[config.mk]
export PLATFORM = sky130hd
export DESIGN_NAME = tdx_engine
export DESIGN_NICKNAME = d
export VERILOG_FILES = /design/src/rtl/tdx_pkg.sv /design/src/rtl/tdx_lane_pick.sv /design/src/rtl/tdx_sticky.sv /design/src/rtl/tdx_status_pack.sv /design/src/rtl/tdx_engine.sv
export SDC_FILE = /design/constraint.sdc
export NUM_CORES = 1
export LEC_CHECK = 0
export ABC_AREA = 1
export BUFFER_PORTS_ARGS = -buffer_cell sky130_fd_sc_hd__clkbuf_2
export CORE_ASPECT_RATIO = 1.75
export CORE_MARGIN = 8
export CORE_UTILIZATION = 56
export CTS_CLUSTER_SIZE = 12
export DETAILED_ROUTE_END_ITERATION = 10
export MAX_ROUTING_LAYER = met4
export PLACE_DENSITY = 0.8
export SETUP_SLACK_MARGIN = 0.02
export SLEW_MARGIN = 10
export SYNTH_ARGS = -nofsm -noshare
export SYNTH_HDL_FRONTEND = slang
export SYNTH_SLANG_ARGS = --single-unit
[constraint.sdc]
create_clock -name clk -period 3 [get_ports clk]
set_input_delay 0.6 -clock clk [delete_from_list [all_inputs] [get_ports clk]]
set_output_delay 0.6 -clock clk [all_outputs]
set_load 0.05 [all_outputs]
[src/rtl/tdx_pkg.sv]
package tdx_pkg;

   typedef enum logic [3:0] {
      S_STOP, S_RD0, S_W0, S_RD1, S_W1, S_RD2, S_W2, S_RD3, S_W3,
      S_BRD, S_BW, S_STRM, S_WB, S_SUSP
   } tdx_state_e;

   localparam int OWN_BIT     = 31;
   localparam int IC_BIT      = 31;
   localparam int LS_BIT      = 30;
   localparam int FS_BIT      = 29;
   localparam int CH_BIT      = 24;
   localparam int DESC_BYTES  = 16;

   typedef struct packed {
      logic ic;
      logic ls;
      logic fs;
      logic ch;
   } tdx_ctl_t;

endpackage

[src/rtl/tdx_lane_pick.sv]
module tdx_lane_pick #(
   parameter int BYTES = 4,
   localparam int SEL_W = $clog2(BYTES)
) (
   input  logic [8*BYTES-1:0] word,
   input  logic [SEL_W-1:0]   sel,
   output logic [7:0]         byte_o
);

   logic [7:0] lanes [BYTES];

   generate
      if (BYTES < 2 || (BYTES & (BYTES - 1)) != 0) begin : g_bad_bytes
         $error("tdx_lane_pick: BYTES must be a power of two >= 2");
      end
      for (genvar i = 0; i < BYTES; i++) begin : g_lane
         assign lanes[i] = word[8*i +: 8];
      end
   endgenerate

   assign byte_o = lanes[sel];

endmodule

[src/rtl/tdx_sticky.sv]
module tdx_sticky (
   input  logic clk,
   input  logic rst_n,
   input  logic set,
   input  logic clr,
   output logic flag
);

   always_ff @(posedge clk) begin
      if (!rst_n)   flag <= 1'b0;
      else if (set) flag <= 1'b1;
      else if (clr) flag <= 1'b0;
   end

   // flag holds until cleared
   a_r11_irq_sticky: assert property (@(posedge clk) disable iff (!rst_n)
      flag && !clr |=> flag);

endmodule

[src/rtl/tdx_status_pack.sv]
module tdx_status_pack (
   input  logic [3:0]  err,        // [3] jabber [2] late [1] excess [0] underrun
   input  logic        len_fault,
   output logic [31:0] status
);

   logic summary;
   assign summary = (|err) | len_fault;

   // owner bit cleared; field positions are what software decodes
   assign status = {1'b0, 15'd0, summary, err[3], 4'd0, err[2], err[1],
                    6'd0, err[0], len_fault};

endmodule

[src/rtl/tdx_engine.sv]
module tdx_engine
   import tdx_pkg::*;
#(
   parameter int AW        = 16,
   parameter int LEN_W     = 11,
   parameter int MAX_FRAME = 1514,
   localparam int BA_W     = AW + 2
) (
   input  logic            clk,
   input  logic            rst_n,
   input  logic            run,
   input  logic            poll,
   input  logic [BA_W-1:0] base_addr,
   input  logic [3:0]      err_flags,
   input  logic            irq_clr,
   output logic            mem_req,
   output logic            mem_we,
   output logic [AW-1:0]   mem_addr,
   output logic [31:0]     mem_wdata,
   input  logic            mem_rvalid,
   input  logic [31:0]     mem_rdata,
   output logic            tx_valid,
   input  logic            tx_ready,
   output logic [7:0]      tx_data,
   output logic            tx_first,
   output logic            tx_last,
   output logic            irq_done,
   output logic            suspended,
   output logic            stopped
);

   localparam logic [LEN_W-1:0] MAXL   = LEN_W'(MAX_FRAME);
   localparam logic [BA_W-1:0]  STRIDE = BA_W'(DESC_BYTES);

   generate
      if (AW < 4 || AW > 30) begin : g_bad_aw
         $error("tdx_engine: AW out of range");
      end
      if (LEN_W < 2 || LEN_W > 24) begin : g_bad_len
         $error("tdx_engine: LEN_W out of range");
      end
      if (MAX_FRAME < 1 || MAX_FRAME >= (1 << LEN_W)) begin : g_bad_max
         $error("tdx_engine: MAX_FRAME must fit the length field");
      end
   endgenerate

   tdx_state_e       st;
   logic [BA_W-1:0]  cur_q, nxt_q, bufp_q;
   tdx_ctl_t         ctl_q;
   logic [LEN_W-1:0] len_q, cnt_q;
   logic [31:0]      word_q;
   logic             first_q;
   logic             oversize;
   logic [AW-1:0]    cur_w;
   logic [31:0]      status_w;
   logic             rd_unused;

   assign oversize  = len_q > MAXL;
   assign cur_w     = cur_q[BA_W-1:2];
   assign rd_unused = ^mem_rdata;

   always_ff @(posedge clk) begin
      if (!rst_n) begin
         st      <= S_STOP;
         cur_q   <= '0;
         nxt_q   <= '0;
         bufp_q  <= '0;
         ctl_q   <= '0;
         len_q   <= '0;
         cnt_q   <= '0;
         word_q  <= '0;
         first_q <= 1'b0;
      end else begin
         unique case (st)
            S_STOP: if (run) begin
               cur_q <= base_addr;
               st    <= S_RD0;
            end
            S_RD0: st <= S_W0;
            S_W0: if (mem_rvalid) st <= mem_rdata[OWN_BIT] ? S_RD1 : S_SUSP;
            S_SUSP: begin
               if (!run)      st <= S_STOP;
               else if (poll) st <= S_RD0;
            end
            S_RD1: st <= S_W1;
            S_W1: if (mem_rvalid) begin
               ctl_q <= '{ic: mem_rdata[IC_BIT], ls: mem_rdata[LS_BIT],
                          fs: mem_rdata[FS_BIT], ch: mem_rdata[CH_BIT]};
               len_q <= mem_rdata[LEN_W-1:0];
               st    <= S_RD2;
            end
            S_RD2: st <= S_W2;
            S_W2: if (mem_rvalid) begin
               bufp_q <= mem_rdata[BA_W-1:0];
               st     <= S_RD3;
            end
            S_RD3: st <= S_W3;
            S_W3: if (mem_rvalid) begin
               nxt_q   <= ctl_q.ch ? mem_rdata[BA_W-1:0] : cur_q + STRIDE;
               cnt_q   <= len_q;
               first_q <= 1'b1;
               st      <= (len_q == '0 || oversize) ? S_WB : S_BRD;
            end
            S_BRD: st <= S_BW;
            S_BW: if (mem_rvalid) begin
               word_q <= mem_rdata;
               st     <= S_STRM;
            end
            S_STRM: if (tx_ready) begin
               first_q <= 1'b0;
               bufp_q  <= bufp_q + 1'b1;
               cnt_q   <= cnt_q - 1'b1;
               if (cnt_q == LEN_W'(1))    st <= S_WB;
               else if (&bufp_q[1:0])     st <= S_BRD;
            end
            S_WB: begin
               cur_q <= nxt_q;
               st    <= run ? S_RD0 : S_STOP;
            end
            default: st <= S_STOP;
         endcase
      end
   end

   always_comb begin
      mem_req  = 1'b0;
      mem_we   = 1'b0;
      mem_addr = cur_w;
      unique case (st)
         S_RD0: mem_req = 1'b1;
         S_RD1: begin mem_req = 1'b1; mem_addr = cur_w + AW'(1); end
         S_RD2: begin mem_req = 1'b1; mem_addr = cur_w + AW'(2); end
         S_RD3: begin mem_req = 1'b1; mem_addr = cur_w + AW'(3); end
         S_BRD: begin mem_req = 1'b1; mem_addr = bufp_q[BA_W-1:2]; end
         S_WB:  begin mem_req = 1'b1; mem_we = 1'b1; end
         default: ;
      endcase
   end

   tdx_status_pack u_status (
      .err       (err_flags),
      .len_fault (oversize),
      .status    (status_w)
   );
   assign mem_wdata = status_w;

   tdx_lane_pick #(.BYTES(4)) u_lane (
      .word   (word_q),
      .sel    (bufp_q[1:0]),
      .byte_o (tx_data)
   );

   tdx_sticky u_irq (
      .clk   (clk),
      .rst_n (rst_n),
      .set   (st == S_WB && ctl_q.ic),
      .clr   (irq_clr),
      .flag  (irq_done)
   );

   assign tx_valid  = (st == S_STRM);
   assign tx_first  = tx_valid && first_q && ctl_q.fs;
   assign tx_last   = tx_valid && (cnt_q == LEN_W'(1)) && ctl_q.ls;
   assign suspended = (st == S_SUSP);
   assign stopped   = (st == S_STOP);

   // a write-back never hands ownership back to the engine
   a_r7_owner_released: assert property (@(posedge clk) disable iff (!rst_n)
      mem_we |-> !mem_wdata[OWN_BIT]);

   // offered byte is stable until accepted
   a_r5_hold: assert property (@(posedge clk) disable iff (!rst_n)
      tx_valid && !tx_ready |=> tx_valid && $stable(tx_data)
                                && $stable(tx_first) && $stable(tx_last));

   // no byte of an oversized frame reaches the stream
   a_r8_no_oversize: assert property (@(posedge clk) disable iff (!rst_n)
      tx_valid |-> !oversize);

   // suspension persists without a poll
   a_r10_suspend_hold: assert property (@(posedge clk) disable iff (!rst_n)
      suspended && run && !poll |=> suspended);

   // stopped engine stays quiet
   a_r12_stop_quiet: assert property (@(posedge clk) disable iff (!rst_n)
      stopped && !run |=> stopped && !mem_req);

   // a frame in progress is never abandoned when run falls
   a_r12_frame_finish: assert property (@(posedge clk) disable iff (!rst_n)
      tx_valid && !run |=> tx_valid || mem_req);

endmodule

Word-level counts from Yosys, hierarchy flattened
Index checks and enable logic that the tools add are counted.
{"block": "totals", "regBits": 118, "latchBits": 0, "ramBits": 0, "romBits": 0, "in_bits": 61, "output_inout_bits": 64, "elab_cells": 103, "n_memories": 0}
{"block": "op_classes", "addsub": 6, "n_mul": 0, "div_mod_pow": 0, "magnitude_cmp": 2, "eq_ne": 23, "shift": 0, "muxes": 35, "bitwise": 2, "reduce_logical": 22}
{"operator": "$mux 18", "n": 4}
{"operator": "$pmux 18 s2", "n": 2}
{"operator": "$pmux 16 s4", "n": 1}
{"operator": "$pmux 4 s14", "n": 1}
{"operator": "$mux 4", "n": 12}
{"operator": "$add 16x2->16 const B", "n": 2}
{"operator": "$eq 4x4->1 const B", "n": 6}
{"operator": "$mux 11", "n": 2}
{"operator": "$pmux 11 s2", "n": 1}
{"operator": "$add 18x1->18 const B", "n": 1}
{"operator": "$add 18x5->18 const B", "n": 1}
{"operator": "$add 16x1->16 const B", "n": 1}
{"operator": "$bmux 8 s2", "n": 1}
{"operator": "$eq 4x3->1 const B", "n": 4}
{"operator": "$mux 8", "n": 2}
{"operator": "$ne 2x2->1 const B", "n": 6}
{"operator": "$eq 11x1->1 const B", "n": 1}
{"operator": "$gt 11x11->1 const B", "n": 1}
{"operator": "$logic_not 11->1", "n": 1}
{"operator": "$sub 11x1->11 const B", "n": 1}
{"operator": "$reduce_and 2->1", "n": 5}
{"operator": "$reduce_and 9->1", "n": 1}
{"operator": "$eq 4x2->1 const B", "n": 2}
{"operator": "$reduce_bool 2->1", "n": 4}
{"operator": "16 further kinds", "n": 27}

Depth between registers and ports, before layout
{"block": "logic_depth", "depth_word": 5, "mapped_depth": 12}

Modules after synthesis
A second synthesis with hierarchy kept.
{"block": "unflattened", "hier_cells": 1120, "area_unflattened_um2": 7073.0}
{"mod": "tdx_engine", "instances": 1, "cells_per_inst": 983, "area_each_um2": 6373.6, "seq_area_each_um2": 2262.2}
{"mod": "tdx_lane_pick", "instances": 1, "cells_per_inst": 94, "area_each_um2": 395.4, "seq_area_each_um2": 0.0}
{"mod": "tdx_status_pack", "instances": 1, "cells_per_inst": 37, "area_each_um2": 260.2, "seq_area_each_um2": 0.0}
{"mod": "tdx_sticky", "instances": 1, "cells_per_inst": 6, "area_each_um2": 43.8, "seq_area_each_um2": 20.0}

Worst setup path after synthesis
OpenSTA, ideal clock, no wires.
{"block": "synth_timing", "kind": "register to output", "from": "reg st[3]", "to": "out mem_addr[3]", "arrival_ns": 2.283, "required_ns": 2.400, "path_slack_ns": 0.117, "path_stages_with_launch": 11, "path_buffers": 1, "path_cell_list": "dfxtp_1 > buf_2 > inv_2 > nand2_1 > nor2_1 > ha_1 > a21oi_1 > inv_1 > nand3_1 > nand2_1 > o2111ai_1"}
{"block": "synth_via", "elab_chain_len": 2, "elab_cells_between_ends": 5, "classes_between": "eq/ne (4); mux (1)"}
{"item": "start: declaration", "line_no": "tdx_engine.sv:47", "text": "tdx_state_e st;"}
{"item": "start signal: assignment", "line_no": "tdx_engine.sv:80", "text": "S_W0: if (mem_rvalid) st <= mem_rdata[OWN_BIT] ? S_RD1 : S_SUSP;"}
{"item": "start signal: assignment", "line_no": "tdx_engine.sv:102", "text": "st <= (len_q == '0 || oversize) ? S_WB : S_BRD;"}
{"item": "start signal: assignment", "line_no": "tdx_engine.sv:118", "text": "st <= run ? S_RD0 : S_STOP;"}
{"item": "$eq 4x4->1 (tied with other cells)", "line_no": "tdx_engine.sv:129", "text": "unique case (st)"}
{"item": "$pmux 16 s4 (*)", "line_no": "tdx_engine.sv:129"}
{"item": "end: declaration", "line_no": "tdx_engine.sv:18", "text": "output logic [AW-1:0] mem_addr,"}
Mark *: on every way between the ends. The rest lies on a longest branch, timed or not.

Final worst setup path
{"block": "layout_timing", "from": "reg st[3]", "to": "out mem_addr[5]"}
Same word-level chain as after synthesis.

==> metrics.txt <==
placer congestion estimate=1.04; Clock Tree Root=clkbuf_16; Final Slew Violations=0; Crit path required time=2.40 ns; vias in the first global route=7683; die width=101 µm; crit path from=st[3]; Setup Skew=0.00926 ns; number of inserted diodes=0; asr flop ratio synth=0; via count=8017; H-tree level count=4; nets=1245; Buffers on Ports=96; Vias per Instance=a little under 6; crit share post-route=0.960; Clock Latency Late Sink=0.42 ns; VDD IR-drop max=slightly below 0.0006 V; GRT overflow=0; Bufs on Longest Clock Path=2; Setup crit start kind=flip-flop; EDFF count, synth=0; initial antenna violation count=0; post-DP HPWL=roughly 19000 µm; Period minus WS final=2.88 ns; fillers=1176; layout cell share with drive strength beyond 1=0.183; FF-to-FF End=st[3]; CTS tree=yes; pwr dens=757 mW/mm²; max-cap viol count=0; #FFs+latches synth=114; total track usage=0.331; Primary FF master, synth=dfxtp_1; Mapped Cells=roughly 1100; YS warnings=0; HP Class=in2reg; fmax=approximately 0.35 GHz; Inserted Clock Buffers=17; Setup crit end=mem_addr[5]; clk sinks=114; Rel. slew slack=0.487; crit path max fanout=3; final instance area=0.00826 mm²; Post-CTS Hold Buffers=0; I/O pin count=125; Critical Path AT=between 2 and 2.5 ns; num rows=between 50 and 60; RSZ-0062 raised after global routing=no; Worst-Margin Slew=0.770 ns; Worst R2R Start=st[2]; Mapped Area=0.00704 mm²; P_leak=3.39 nW; largest net degree at the start of global routing=64; total iterations of the first detailed-routing run=5; initial drt markers=496; cells on worst reg2reg path=11; DRT antenna net count=0; Post-Synthesis Mean Instance Area=roughly 6.4 µm²; Avg WL per Cell=~20 µm; Layout area overhead=17.3%; Seq/Total Area, Yosys=0.324; Reg clk slew, reported paths=0.06 ns; placed inst area=between 0.007 and 0.008 mm²; DRC violations left=0; setup_tns=0 ns; element type at the critical path end=primary output; final hold vios=0; drt total wl=26500 µm; Final setup viols=0; die height=164 µm; Netlist cell types=44; first-pass GRT wire length=40600 µm; core area=roughly 0.012 mm²; status=finished, final reports clean; Initial Utilization=0.570; worst reg2reg setup slack=0.68 ns; pre-CTS setup slack=0.217 ns; Final WS setup=0.121 ns; CP Class=reg2out; die area=between 0.015 and 0.02 mm²
## report_power, final
part / leakage [nW] / internal, W / switching [W] / total [W]
clock: 0.283 / 0.00128 / 0.000795 / 0.00207
combinational: 2.19 / 0.000636 / 0.00164 / 0.00227
sequential: 0.925 / 0.00168 / 0.000229 / 0.00191
## logic make-up after synthesis
group	synth area share
and+or+nand+nor	0.289
AOI/OAI and AO/OA	0.237
buffers and inverters	0.125
DFF	0.324
xor gates and xnor gates	0.0112
adders and majority gates	0.0135
other	0.000532
## worst min path at each step
stage / slack [ns] / cells after the start / from / endpoint
finish: 0.43 / 3 / base_addr[2] / cur_q[2]
global route: 0.42 / 3 / base_addr[6] / cur_q[6]
CTS: 0.42 / 3 / base_addr[2] / cur_q[2]
detailed placement: 0.44 / 2 / ctl_q[3] / ctl_q[3]
global placement: 0.44 / 2 / ctl_q[3] / ctl_q[3]
floorplan: 0.42 / 2 / ctl_q[1] / ctl_q[1]
## cells in the mapped netlist (6+ instances only)
master / count / area share
o2111ai_1: 7 / 0.0087
nor2_1: 84 / 0.045
inv_2: 14 / 0.0075
nand2_2: 6 / 0.0053
o21ai_1: 7 / 0.0050
o211ai_1: 8 / 0.0085
inv_1: 78 / 0.042
nand2_1: 246 / 0.13
xor2_1: 8 / 0.0099
ha_1: 6 / 0.011
a21oi_1: 129 / 0.092
nand4_1: 13 / 0.012
buf_2: 20 / 0.014
buf_4: 36 / 0.038
clkbuf_1: 28 / 0.015
nand3_1: 91 / 0.065
a31oi_1: 23 / 0.020
nor3_1: 13 / 0.0092
o21ai_0: 107 / 0.076
o22ai_1: 11 / 0.0098
dfxtp_1: 114 / 0.32
or2_2: 6 / 0.0053
## through the flow
stage / utilization / power (W) / instances / hold slack, ns
5_1_grt: 0.668 / 0.00650 / 1358 / 0.424
2_1_floorplan: - / 0.00340 / 1117 / 0.424
3_5_place_dp: 0.610 / 0.00406 / 1323 / 0.439
6_report: 0.668 / 0.00626 / 1358 / 0.425
4_1_cts: 0.663 / 0.00616 / 1358 / 0.424
3_3_place_gp: 0.610 / 0.00405 / 1323 / 0.441
## layer usage
metal  vias to the layer above  wire length, µm  global-route usage
met5                         -                0                   -
met4                         0             2430               0.271
met3                       130             2050              0.0666
met2                       425            13100               0.567
met1                      3668             8990               0.312
li1                       3794                -                   -
## state kept, by name, summed over array words and instances (netlist names)
name,cells
word_q,32
bufp_q,18
cur_q,16
nxt_q,16
cnt_q,11
len_q,11
ctl_q,4
st,4
first_q,1
u_irq.flag,1
## critical path, cell delays in order (launching register included)
cell,delay [ns]
dfxtp_1,0.31
inv_2,0.07
nand2_2,0.08
nor2_4,0.14
ha_1,0.26
a21oi_2,0.18
buf_4,0.15
o21ai_0,0.11
a32oi_1,0.19
nand3_1,0.12
clkbuf_2,0.26
## what timing repair did
item                                    4_1_cts  5_1_grt
endpoints found under the setup margin       12       13
pin swaps                                     1        2
hold endpoints to repair                      0        0
gates resized for setup                       9       30
buffers inserted                              3        0
## placed cells by master, fill, tap and decap left out, types with 2 or more instances in the layout
cell,n
nor2_4,6
clkinvlp_4,4
o221ai_1,2
nor2_1,79
clkbuf_8,3
nor2_2,6
nor4_1,2
a211oi_1,4
dfxtp_1,108
clkbuf_16,17
xor2_1,7
o211ai_1,8
clkbuf_2,88
conb_1,26
nand2_1,243
o22ai_1,11
o21ai_1,8
inv_1,76
a21oi_1,128
nand3_1,91
o31ai_1,2
nand2_4,2
clkbuf_4,4
ha_1,6
o2111ai_1,7
inv_6,5
o21ai_0,106
bufinv_16,2
a22oi_1,2
buf_4,35
nand4_1,13
nor3_1,13
inv_2,16
nand2_2,8
dfxtp_2,5
a31oi_1,23
or2_2,6
## final cells by class
class / instances / area [µm²] / area share
well taps: 168 / 210 / 0.0254
multi-input cells: 820 / 4030 / 0.487
clock inverters: 13 / 148 / 0.0179
clock buffers: 19 / 453 / 0.0548
flip-flops and latches: 114 / 2290 / 0.277
repair buffers: 131 / 783 / 0.0948
inverters: 93 / 349 / 0.0423
Power figures use the tool's default switching activity.
